[config.mk]
export PLATFORM = sky130hd
export DESIGN_NAME = coh_cmd_gen
export DESIGN_NICKNAME = d
export VERILOG_FILES = /design/src/rtl/coh_cmd_pkg.sv /design/src/rtl/coh_addr_build.sv /design/src/rtl/coh_flit_mux.sv /design/src/rtl/coh_pkt_seq.sv /design/src/rtl/coh_cmd_gen.sv
export SDC_FILE = /design/constraint.sdc
export NUM_CORES = 1
export LEC_CHECK = 0
export BUFFER_PORTS_ARGS = -buffer_cell sky130_fd_sc_hd__buf_2
export CAP_MARGIN = 20
export CORE_MARGIN = 5
export CORE_UTILIZATION = 45
export CTS_CLUSTER_DIAMETER = 200
export CTS_CLUSTER_SIZE = 40
export DETAILED_ROUTE_END_ITERATION = 16
export GPL_ROUTABILITY_DRIVEN = 0
export GPL_TIMING_DRIVEN = 0
export PLACE_DENSITY = 0.69
export SYNTH_ARGS = -nofsm -noshare
export SYNTH_HDL_FRONTEND = slang
export SYNTH_SLANG_ARGS = --single-unit
[constraint.sdc]
create_clock -name clk_i -period 6.2 [get_ports clk_i]
set_input_delay 1.24 -clock clk_i [delete_from_list [all_inputs] [get_ports clk_i]]
set_output_delay 1.24 -clock clk_i [all_outputs]
set_load 0.01 [all_outputs]
[src/rtl/coh_cmd_pkg.sv]
package coh_cmd_pkg;
  typedef enum logic [1:0] {
    KIND_INVAL  = 2'b00,
    KIND_UPDATE = 2'b01,
    KIND_BCAST  = 2'b10,
    KIND_RSVD   = 2'b11
  } coh_kind_e;

  localparam logic [1:0] VCI_CMD_WRITE = 2'b10;
endpackage

[src/rtl/coh_addr_build.sv]
module coh_addr_build
  import coh_cmd_pkg::*;
#(
  parameter int ADDR_W  = 40,
  parameter int SRCID_W = 14,
  parameter int BOX_W   = 20
) (
  input  coh_kind_e           kind_i,
  input  logic [SRCID_W-1:0]  tgt_i,
  input  logic                inst_i,
  input  logic [BOX_W-1:0]    box_i,
  output logic [ADDR_W-1:0]   addr_o
);
  always_comb begin
    addr_o = '0;
    if (kind_i == KIND_BCAST) begin
      addr_o[ADDR_W-1 -: BOX_W] = box_i;
      addr_o[1:0]               = 2'b11;
    end else begin
      addr_o[ADDR_W-1 -: SRCID_W] = tgt_i;
      addr_o[3]                   = (kind_i == KIND_UPDATE);
      addr_o[2]                   = inst_i;
    end
  end
endmodule

[src/rtl/coh_flit_mux.sv]
module coh_flit_mux #(
  parameter int DATA_W    = 32,
  parameter int LINE_W    = 34,
  parameter int MAX_WORDS = 16,
  parameter int CNT_W     = 5,
  parameter int WIDX_W    = 4,
  localparam int BE_W     = DATA_W / 8,
  localparam int HI_W     = LINE_W - DATA_W
) (
  input  logic [CNT_W-1:0]   flit_idx_i,
  input  logic [LINE_W-1:0]  line_i,
  input  logic [WIDX_W-1:0]  first_word_i,
  input  logic [DATA_W-1:0]  words_i [MAX_WORDS],
  output logic [DATA_W-1:0]  wdata_o,
  output logic [BE_W-1:0]    be_o
);
  always_comb begin
    wdata_o = '0;
    be_o    = '1;
    if (flit_idx_i == '0) begin
      wdata_o         = line_i[DATA_W-1:0];
      be_o            = '0;
      be_o[HI_W-1:0]  = line_i[LINE_W-1:DATA_W];
    end else if (flit_idx_i == CNT_W'(1)) begin
      wdata_o = DATA_W'(first_word_i);
    end else begin
      for (int k = 0; k < MAX_WORDS; k++) begin
        if (flit_idx_i == CNT_W'(k + 2)) wdata_o = words_i[k];
      end
    end
  end
endmodule

[src/rtl/coh_pkt_seq.sv]
module coh_pkt_seq
  import coh_cmd_pkg::*;
#(
  parameter int MAX_WORDS = 16,
  parameter int CNT_W     = 5,
  parameter int NREQ_W    = 5
) (
  input  logic               clk_i,
  input  logic               rst_ni,
  input  logic               req_valid_i,
  input  coh_kind_e          req_kind_i,
  input  logic [NREQ_W-1:0]  req_count_i,
  output logic               req_ready_o,
  output logic               load_o,
  input  logic               cmd_ready_i,
  output logic               cmd_valid_o,
  output logic               cmd_eop_o,
  output logic [CNT_W-1:0]   flit_idx_o,
  output logic               err_o
);
  typedef enum logic {ST_IDLE, ST_SEND} st_e;

  st_e              state_q;
  logic [CNT_W-1:0] idx_q, last_q, last_d;
  logic             err_q;
  logic             accept, reject, clamp, fire;
  logic [NREQ_W-1:0] n_eff;

  assign req_ready_o = (state_q == ST_IDLE);
  assign cmd_valid_o = (state_q == ST_SEND);
  assign cmd_eop_o   = cmd_valid_o && (idx_q == last_q);
  assign flit_idx_o  = idx_q;
  assign err_o       = err_q;
  assign accept      = req_valid_i && req_ready_o;
  assign load_o      = accept;
  assign fire        = cmd_valid_o && cmd_ready_i;

  assign reject = (req_kind_i == KIND_RSVD) ||
                  (req_kind_i == KIND_UPDATE && req_count_i == '0);
  assign clamp  = (req_kind_i == KIND_UPDATE) && (req_count_i > NREQ_W'(MAX_WORDS));
  assign n_eff  = clamp ? NREQ_W'(MAX_WORDS) : req_count_i;

  always_comb begin
    last_d = '0;
    if (req_kind_i == KIND_UPDATE) last_d = CNT_W'(n_eff) + CNT_W'(1);
  end

  always_ff @(posedge clk_i or negedge rst_ni) begin
    if (!rst_ni) begin
      state_q <= ST_IDLE;
      idx_q   <= '0;
      last_q  <= '0;
      err_q   <= 1'b0;
    end else begin
      err_q <= accept && (reject || clamp);
      case (state_q)
        ST_IDLE: if (accept && !reject) begin
          state_q <= ST_SEND;
          idx_q   <= '0;
          last_q  <= last_d;
        end
        ST_SEND: if (fire) begin
          if (idx_q == last_q) begin
            state_q <= ST_IDLE;
            idx_q   <= '0;
          end else begin
            idx_q <= idx_q + CNT_W'(1);
          end
        end
        default: state_q <= ST_IDLE;
      endcase
    end
  end
endmodule

[src/rtl/coh_cmd_gen.sv]
module coh_cmd_gen
  import coh_cmd_pkg::*;
#(
  parameter int ADDR_W    = 40,
  parameter int DATA_W    = 32,
  parameter int LINE_W    = 34,
  parameter int SRCID_W   = 14,
  parameter int BOX_W     = 20,
  parameter int MAX_WORDS = 16
) (
  input  logic                          clk_i,
  input  logic                          rst_ni,
  input  logic                          req_valid_i,
  output logic                          req_ready_o,
  input  logic [1:0]                    req_kind_i,
  input  logic [LINE_W-1:0]             req_line_i,
  input  logic [SRCID_W-1:0]            req_tgt_i,
  input  logic                          req_inst_i,
  input  logic [BOX_W-1:0]              req_box_i,
  input  logic [$clog2(MAX_WORDS)-1:0]  req_first_word_i,
  input  logic [$clog2(MAX_WORDS):0]    req_count_i,
  input  logic [MAX_WORDS*DATA_W-1:0]   req_words_i,
  output logic                          cmd_valid_o,
  input  logic                          cmd_ready_i,
  output logic [1:0]                    cmd_cmd_o,
  output logic [ADDR_W-1:0]             cmd_address_o,
  output logic [DATA_W-1:0]             cmd_wdata_o,
  output logic [DATA_W/8-1:0]           cmd_be_o,
  output logic                          cmd_eop_o,
  output logic                          err_o
);
  localparam int WIDX_W = $clog2(MAX_WORDS);
  localparam int NREQ_W = WIDX_W + 1;
  localparam int CNT_W  = $clog2(MAX_WORDS + 2);

  coh_kind_e           kind_in, kind_q;
  logic                load;
  logic [CNT_W-1:0]    flit_idx;
  logic [LINE_W-1:0]   line_q;
  logic [SRCID_W-1:0]  tgt_q;
  logic                inst_q;
  logic [BOX_W-1:0]    box_q;
  logic [WIDX_W-1:0]   fw_q;
  logic [DATA_W-1:0]   words_q [MAX_WORDS];

  assign kind_in   = coh_kind_e'(req_kind_i);
  assign cmd_cmd_o = VCI_CMD_WRITE;

  always_ff @(posedge clk_i or negedge rst_ni) begin
    if (!rst_ni) begin
      kind_q <= KIND_INVAL;
      line_q <= '0;
      tgt_q  <= '0;
      inst_q <= 1'b0;
      box_q  <= '0;
      fw_q   <= '0;
    end else if (load) begin
      kind_q <= kind_in;
      line_q <= req_line_i;
      tgt_q  <= req_tgt_i;
      inst_q <= req_inst_i;
      box_q  <= req_box_i;
      fw_q   <= req_first_word_i;
    end
  end

  for (genvar g = 0; g < MAX_WORDS; g++) begin : g_word
    always_ff @(posedge clk_i or negedge rst_ni) begin
      if (!rst_ni)   words_q[g] <= '0;
      else if (load) words_q[g] <= req_words_i[g*DATA_W +: DATA_W];
    end
  end

  coh_pkt_seq #(
    .MAX_WORDS(MAX_WORDS), .CNT_W(CNT_W), .NREQ_W(NREQ_W)
  ) i_seq (
    .clk_i       (clk_i),
    .rst_ni      (rst_ni),
    .req_valid_i (req_valid_i),
    .req_kind_i  (kind_in),
    .req_count_i (req_count_i),
    .req_ready_o (req_ready_o),
    .load_o      (load),
    .cmd_ready_i (cmd_ready_i),
    .cmd_valid_o (cmd_valid_o),
    .cmd_eop_o   (cmd_eop_o),
    .flit_idx_o  (flit_idx),
    .err_o       (err_o)
  );

  coh_addr_build #(
    .ADDR_W(ADDR_W), .SRCID_W(SRCID_W), .BOX_W(BOX_W)
  ) i_addr (
    .kind_i (kind_q),
    .tgt_i  (tgt_q),
    .inst_i (inst_q),
    .box_i  (box_q),
    .addr_o (cmd_address_o)
  );

  coh_flit_mux #(
    .DATA_W(DATA_W), .LINE_W(LINE_W), .MAX_WORDS(MAX_WORDS),
    .CNT_W(CNT_W), .WIDX_W(WIDX_W)
  ) i_mux (
    .flit_idx_i   (flit_idx),
    .line_i       (line_q),
    .first_word_i (fw_q),
    .words_i      (words_q),
    .wdata_o      (cmd_wdata_o),
    .be_o         (cmd_be_o)
  );
endmodule

Yosys cells after proc, flatten, opt, wreduce, memory -nomap -nowiden
Index checks and enable logic that the tools add are counted.
{"block": "word_totals", "regBits": 599, "in_bits": 596}
{"block": "op_classes", "n_addsub": 2, "n_lt_le_gt_ge": 1, "eq_ne": 24, "n_mux": 33, "bitwise_logic": 1, "reduce_logical": 14}
{"op": "32-bit two-way mux", "count": 18}
{"op": "5-bit by 4-bit == test with 1-bit output, second input constant", "count": 8}
{"op": "5-bit two-way mux", "count": 5}
{"op": "5-bit by 3-bit == test with 1-bit output, second input constant", "count": 4}
{"op": "14-bit two-way mux", "count": 1}
{"op": "5-bit by 1-bit adder with 5-bit output, second input constant", "count": 2}
{"op": "5-bit by 2-bit == test with 1-bit output, second input constant", "count": 2}
{"op": "5-bit == test, second input constant", "count": 2}
{"op": "5-bit logical NOT", "count": 2}
{"op": "5-bit one-hot mux with 2 select lines", "count": 1}
{"op": "1-bit logical AND", "count": 7}
{"op": "6-bit two-way mux", "count": 1}
{"op": "5-bit by 1-bit == test with 1-bit output, second input constant", "count": 1}
{"op": "5-bit == test", "count": 1}
{"op": "5-bit greater-than comparator, second input constant", "count": 1}
{"op": "2-bit by 1-bit == test with 1-bit output, second input constant", "count": 2}
{"op": "2-bit == test, second input constant", "count": 2}
{"op": "2-bit two-way mux", "count": 2}
{"op": "4-bit two-way mux", "count": 1}
{"op": "2-bit inequality test, second input constant", "count": 2}
{"op": "2-bit AND reduction", "count": 2}
{"op": "1-bit two-way mux", "count": 3}
{"op": "1-bit logical OR", "count": 2}
{"op": "1-bit one-hot mux with 2 select lines", "count": 1}
{"op": "other kinds (2)", "count": 2}

Depth between registers and ports, before layout
{"block": "logic_depth", "word_depth": 19, "depth_mapped": 13, "mapped_depth_nobuf": 9}

Modules after synthesis
A second synthesis with hierarchy kept.
{"block": "unflattened", "cells_unflattened": 2236, "area_unflattened_um2": 28870.2}
{"mod": "coh_cmd_gen", "n_inst": 1, "cells_per_inst": 1243, "area_per_inst_um2": 21949.8, "seq_area_each_um2": 14689.1}
{"mod": "coh_flit_mux", "n_inst": 1, "cells_per_inst": 869, "area_per_inst_um2": 5703.0, "seq_area_each_um2": 0.0}
{"mod": "coh_pkt_seq", "n_inst": 1, "cells_per_inst": 81, "area_per_inst_um2": 775.7, "seq_area_each_um2": 300.3}
{"mod": "coh_addr_build", "n_inst": 1, "cells_per_inst": 43, "area_per_inst_um2": 441.7, "seq_area_each_um2": 0.0}

Worst setup path after synthesis
No wires, ideal clock.
{"block": "synth_timing", "path_type": "register to output", "startpoint": "register i_seq.idx_q[0] (netlist: i_seq.flit_idx_o[0])", "endpoint": "output cmd_wdata_o[10]", "t_arrival_ns": 2.975, "setup_slack_ns": 1.985, "path_stages_with_launch": 13, "n_path_buf": 5, "cell_sequence": "dfrtp_1 -> ha_1 -> buf_2 -> clkbuf_1 -> clkbuf_1 -> and3_1 -> ha_1 -> clkbuf_1 -> clkbuf_1 -> nor3_1 -> o21ai_0 -> o21ai_0 -> o31ai_1"}
{"block": "synth_via", "elab_chain_len": 19, "elab_cells_between_ends": 36}
{"item": "from (decl)", "line_no": "coh_pkt_seq.sv:24", "text": "logic [CNT_W-1:0] idx_q, last_q, last_d;"}
{"item": "from (signal assigned)", "line_no": "coh_pkt_seq.sv:67", "text": "idx_q <= idx_q + CNT_W'(1);"}
{"item": "5-bit by 2-bit == test with 1-bit output", "line_no": "coh_flit_mux.sv:28", "text": "if (flit_idx_i == CNT_W'(k + 2)) wdata_o = words_i[k];"}
{"item": "32-bit two-way mux (16 in series)", "line_no": "coh_flit_mux.sv:28"}
{"item": "32-bit two-way mux", "line_no": "coh_flit_mux.sv:24", "text": "end else if (flit_idx_i == CNT_W'(1)) begin"}
{"item": "32-bit two-way mux (*)", "line_no": "coh_flit_mux.sv:20", "text": "if (flit_idx_i == '0) begin"}
{"item": "to (decl)", "line_no": "coh_cmd_gen.sv:27", "text": "output logic [DATA_W-1:0] cmd_wdata_o,"}
Mark *: on every way between the ends. The rest lies on a longest branch, timed or not.

Worst setup path in the final report
{"block": "layout_timing", "startpoint": "register i_seq.idx_q[0] (netlist: i_seq.flit_idx_o[0])", "endpoint": "output cmd_wdata_o[26]"}
The elaborated chain is that of the path after synthesis.

==> metrics list <==
* Hold WC Path Type: flop to flop
- For this run, the leading register cell type out of synthesis is dfrtp_1.
- Crit path time final: 6.31 ns
- Routed wire per std cell: 26.1 um
- Derived from the worst setup path, the maximum achievable clock frequency is 159 MHz.
* Reported max-cap violation count: 0
- Slack of the worst reg-to-reg path: 3.29 ns
* Hold path start: box_q[4]$_DFFE_PN0P_
- Of the total synthesized cell area, the portion taken by XOR and XNOR cells is 0.243%.
- Yosys warning total: 0
* Number of I/O port buffers: 659
- The top cell type by area accounts for 51.9% of the synthesized area.
* Most numerous cell types in the synthesized netlist: 1836 x nand2_1, 599 x dfrtp_1, 185 x clkbuf_1
- Post-DP HPWL: 108000 um
- Walking the worst path, the cells encountered are ha_1 > buf_2 > clkbuf_2 > clkbuf_2 > and3_1 > ha_1 > nor2_4 > buf_2 > a22oi_1 > o221ai_1 > a311oi_1 > a211oi_1 > buf_2.
* Pin count of the biggest net entering global routing: 115
- Internal power: 8360 uW
- The routed layout has 29500 vias.
- The analysis attributes to net switching a power of 7030 uW.
- TritonCTS built the clock tree.
* First drt pass iteration count: 7
* Slack of the critical path: -0.107 ns
* Area growth from synthesis to layout: 18.1%
- The synthesized netlist contains 74 unique library cells.
* Final Instance Area: 34100 sq um
- Violations in the final reports: negative setup slack
- CP dominant cell by count: buf_2
- VDD sags by at most 0.268 mV.
- The number of endpoints with negative hold slack in the final report came to 0.
* Slowest cell on the critical path: a311oi_1
- Of the total power, the clock network draws 11.6%.
- Clock buffers created by TritonCTS: 18
- Drt first-iter violations: 3985
* Critical register-to-register path endpoint: words_q[137]$_DFFE_PN0P_
- Largest stage delay on the critical path: 0.75 ns
* Final setup violation count: 2
- Die Footprint: 69300 sq um
- The tree is rooted in a clkbuf_16.
- Worst-case setup slack after placement: -0.115 ns
- Tightest slew margin relative to the limit: 31.7%
- Number of global-route vias before repair: 28700
- H-tree depth reported by CTS: 1
- CP required: 4.96 ns
- Height of the die: 263 um
- The routed design has 134000 um of wire.
* Portion of the clock cycle consumed by the worst path in the final layout: 102%
* First-pass GRT wire length: 191000 um
* Main combinational cell family by area after synthesis: simple AND/OR/NAND/NOR gates
- After Yosys synthesis, and, or, nand and nor cells account for 28.6% of the synthesized area.
- Post-place instance area: 33500 sq um
- Reg clk slew, reported paths: 0.15 ns
- The worst setup path is of the flop to primary output kind.
* Hold buffers post-CTS: 0
- Congestion Overflow GR: 0
* Combinational Power Share: 42.1%
* DR DRC count: 0
- Adder-Cell Fraction of Synth Area: 0.260%
- WHS: 0.490 ns
- Cells with a size suffix above 1 make up 19.4% of the layout.
- Along the worst hold path, the cell count comes to 2.
- Core area: 63300 sq um
- Clock Skews: 0.0162 ns
- The max-slew violation total from the final report is 0.
- Critical path startpoint category: flop
- Overall die width: 263 um
- For this run, the post-layout net count is 4890.
- Cell types occupying the most area after synthesis: dfrtp_1 52%, nand2_1 24%, clkbuf_1 2.4%
* Starting density of the core: 45.6%
* Syn Area/Cell: 8.05 sq um
- After floorplanning, the core was divided into 92 placement rows.
- Via count normalized by instance count: 5.73
- Switching Fraction: 45.7%
- The flow ran to the end, but the final reports show violations.
- End point of the most critical hold path: box_q[4]$_DFFE_PN0P_
- The synthesized netlist devotes 13.8% of its cell area to compound gates.
- The largest total area in the synthesized netlist belongs to dfrtp_1.
- The number of antenna violations at the first check in global routing came to 14.
- Most instantiated library cell after synthesis: nand2_1
- Critical Path Fanout Max: 10
- Worst-case reg-to-reg path depth: 6
- STA puts the critical path data arrival time at 5.07 ns.
- Number of nets still failing antenna checks after routing: 0
* Lkg Pwr: 0.0181 uW
- Post-Synthesis Cells: 3587
- Total global routing track utilization: 36.9%
- Latest clock arrival within the worst-skew pair: 0.61 ns
- Proportion of power drawn by flip-flops and latches: 46.3%
* Post-synth EDFFs: 0
* Fraction of registers with async set/reset: 100%
* Transition at the pin with the smallest max-transition slack: 1.02 ns
- Once the clock tree was built, the setup fixing pass inserted 0 buffers.
- Proportion of synthesized area in mux cells: 0.585%
* Unrepaired setup endpoints after global routing: false
- Summed negative setup slack over all endpoints: -0.112 ns
* Sort of element at the end of the critical path: primary output
- Synthesis inferred 599 register bits.
- The tree built by TritonCTS fans out to 599 sinks.
- Worst reg2reg startpoint: i_seq.cmd_valid_o$_DFF_PN0_
* Share of synthesized area occupied by flip-flops and latches: 51.9%
- In this run the cell area of the synthesized design comes to 28900 sq um.
- The clock passes through at most 3 buffers.
- Cell Pwr Density: 451 nW/um^2
- Num ports: 678
-- logic make-up after synthesis --
family | after synthesis
simple gates | 2077
flops | 599
compound gates | 581
buf+inv | 299
mux | 15
xor+xnor | 8
fa+ha+maj | 6
other cells | 2
-- cell usage in the layout (no fill, tap or decap), types with 13 or more instances in the layout --
cell type / synthesis / routed
a21o_1: 19 / 19
nor2b_1: 28 / 28
a22oi_1: 46 / 46
clkbuf_16: 0 / 19
mux2_2: 15 / 15
buf_2: 37 / 695
and3_1: 13 / 13
conb_1: 2 / 18
nor3_1: 16 / 15
a221o_1: 17 / 17
clkbuf_1: 185 / 178
inv_1: 32 / 32
buf_4: 26 / 28
o21ai_1: 22 / 23
o211ai_1: 15 / 15
o21a_1: 19 / 19
a221oi_1: 27 / 27
a21oi_1: 134 / 134
dfrtp_1: 599 / 599
o22ai_1: 37 / 37
nor2_1: 101 / 99
o21ai_0: 95 / 94
nand2_1: 1836 / 1836
-- registers in the layout (all words and copies together), names as in the netlist --
signal,flops
fw_q,4
line_q,34
box_q,20
inst_q,1
i_seq.cmd_valid_o,1
words_q,512
kind_q,2
i_seq.flit_idx_o,5
i_seq.err_o,1
tgt_q,14
i_seq.last_q,5
-- power groups by stage --
stage | Combinational, uW | Sequential [uW] | Clock (uW)
floorplan | 3780 | 6510 | 0
global placement | 6040 | 7090 | 0
detailed placement | 6200 | 7100 | 0
CTS | 6270 | 7040 | 1800
global route | 7030 | 7250 | 1910
finish | 6480 | 7120 | 1790
-- worst max-delay path: cells and delay by family (launching register included) --
kind	cells	cell delay, ns
AND/OR/NAND/NOR	2	0.37
buffers and inverters	5	1.37
AO/OA/AOI/OAI	4	1.63
flip-flops	1	0.52
adder cells (fa/ha/maj)	2	0.56
-- timing repair --
item / CTS / global route
setup endpoints to repair: 27 / 17
pin swaps: 0 / 1
gates resized for setup: 22 / 16
cloned: 0 / 0
-- metal layers --
metal / GRT usage (%) / share of wire, % / up-vias
met2: 57.6 / 45 / 1861
li1: - / - / 13100
met5: 0 / 0.043 / -
met4: 17.6 / 6.4 / 10
met3: 10.2 / 11 / 369
met1: 47.8 / 37 / 14200
-- metrics by stage --
step	std cells	power, uW	util, %
final	5143	15400	53.9
after global routing	5136	16200	53.9
after detailed placement	5115	13300	52.8
after floorplan	3603	10300	-
after global placement	5108	13100	52.6
after CTS	5135	15100	53.8
-- how the worst max path moves through the flow --
stage,startpoint,end,slack [ns]
floorplan,i_seq.flit_idx_o[0]$_DFFE_PN0P_,cmd_wdata_o[10],1.99
global placement,rst_ni,words_q[116]$_DFFE_PN0P_,-8.78
detailed placement,i_seq.flit_idx_o[1]$_DFFE_PN0P_,cmd_wdata_o[14],-0.11
CTS,i_seq.flit_idx_o[1]$_DFFE_PN0P_,cmd_wdata_o[10],-0.03
global route,i_seq.flit_idx_o[0]$_DFFE_PN0P_,cmd_wdata_o[27],0.009
finish,i_seq.flit_idx_o[0]$_DFFE_PN0P_,cmd_wdata_o[26],-0.11
-- area by class of cell --
type | instances | area [sq um]
inverter | 33 | 124
buffer | 265 | 1210
tap | 846 | 1060
antenna | 9 | 22.5
timing repair buffer | 666 | 3460
multi-input combinational | 2705 | 12800
sequential | 599 | 15000
clock buffer | 20 | 479
fill | 6258 | 29200
No activity file was read; power rests on OpenSTA's default activity.
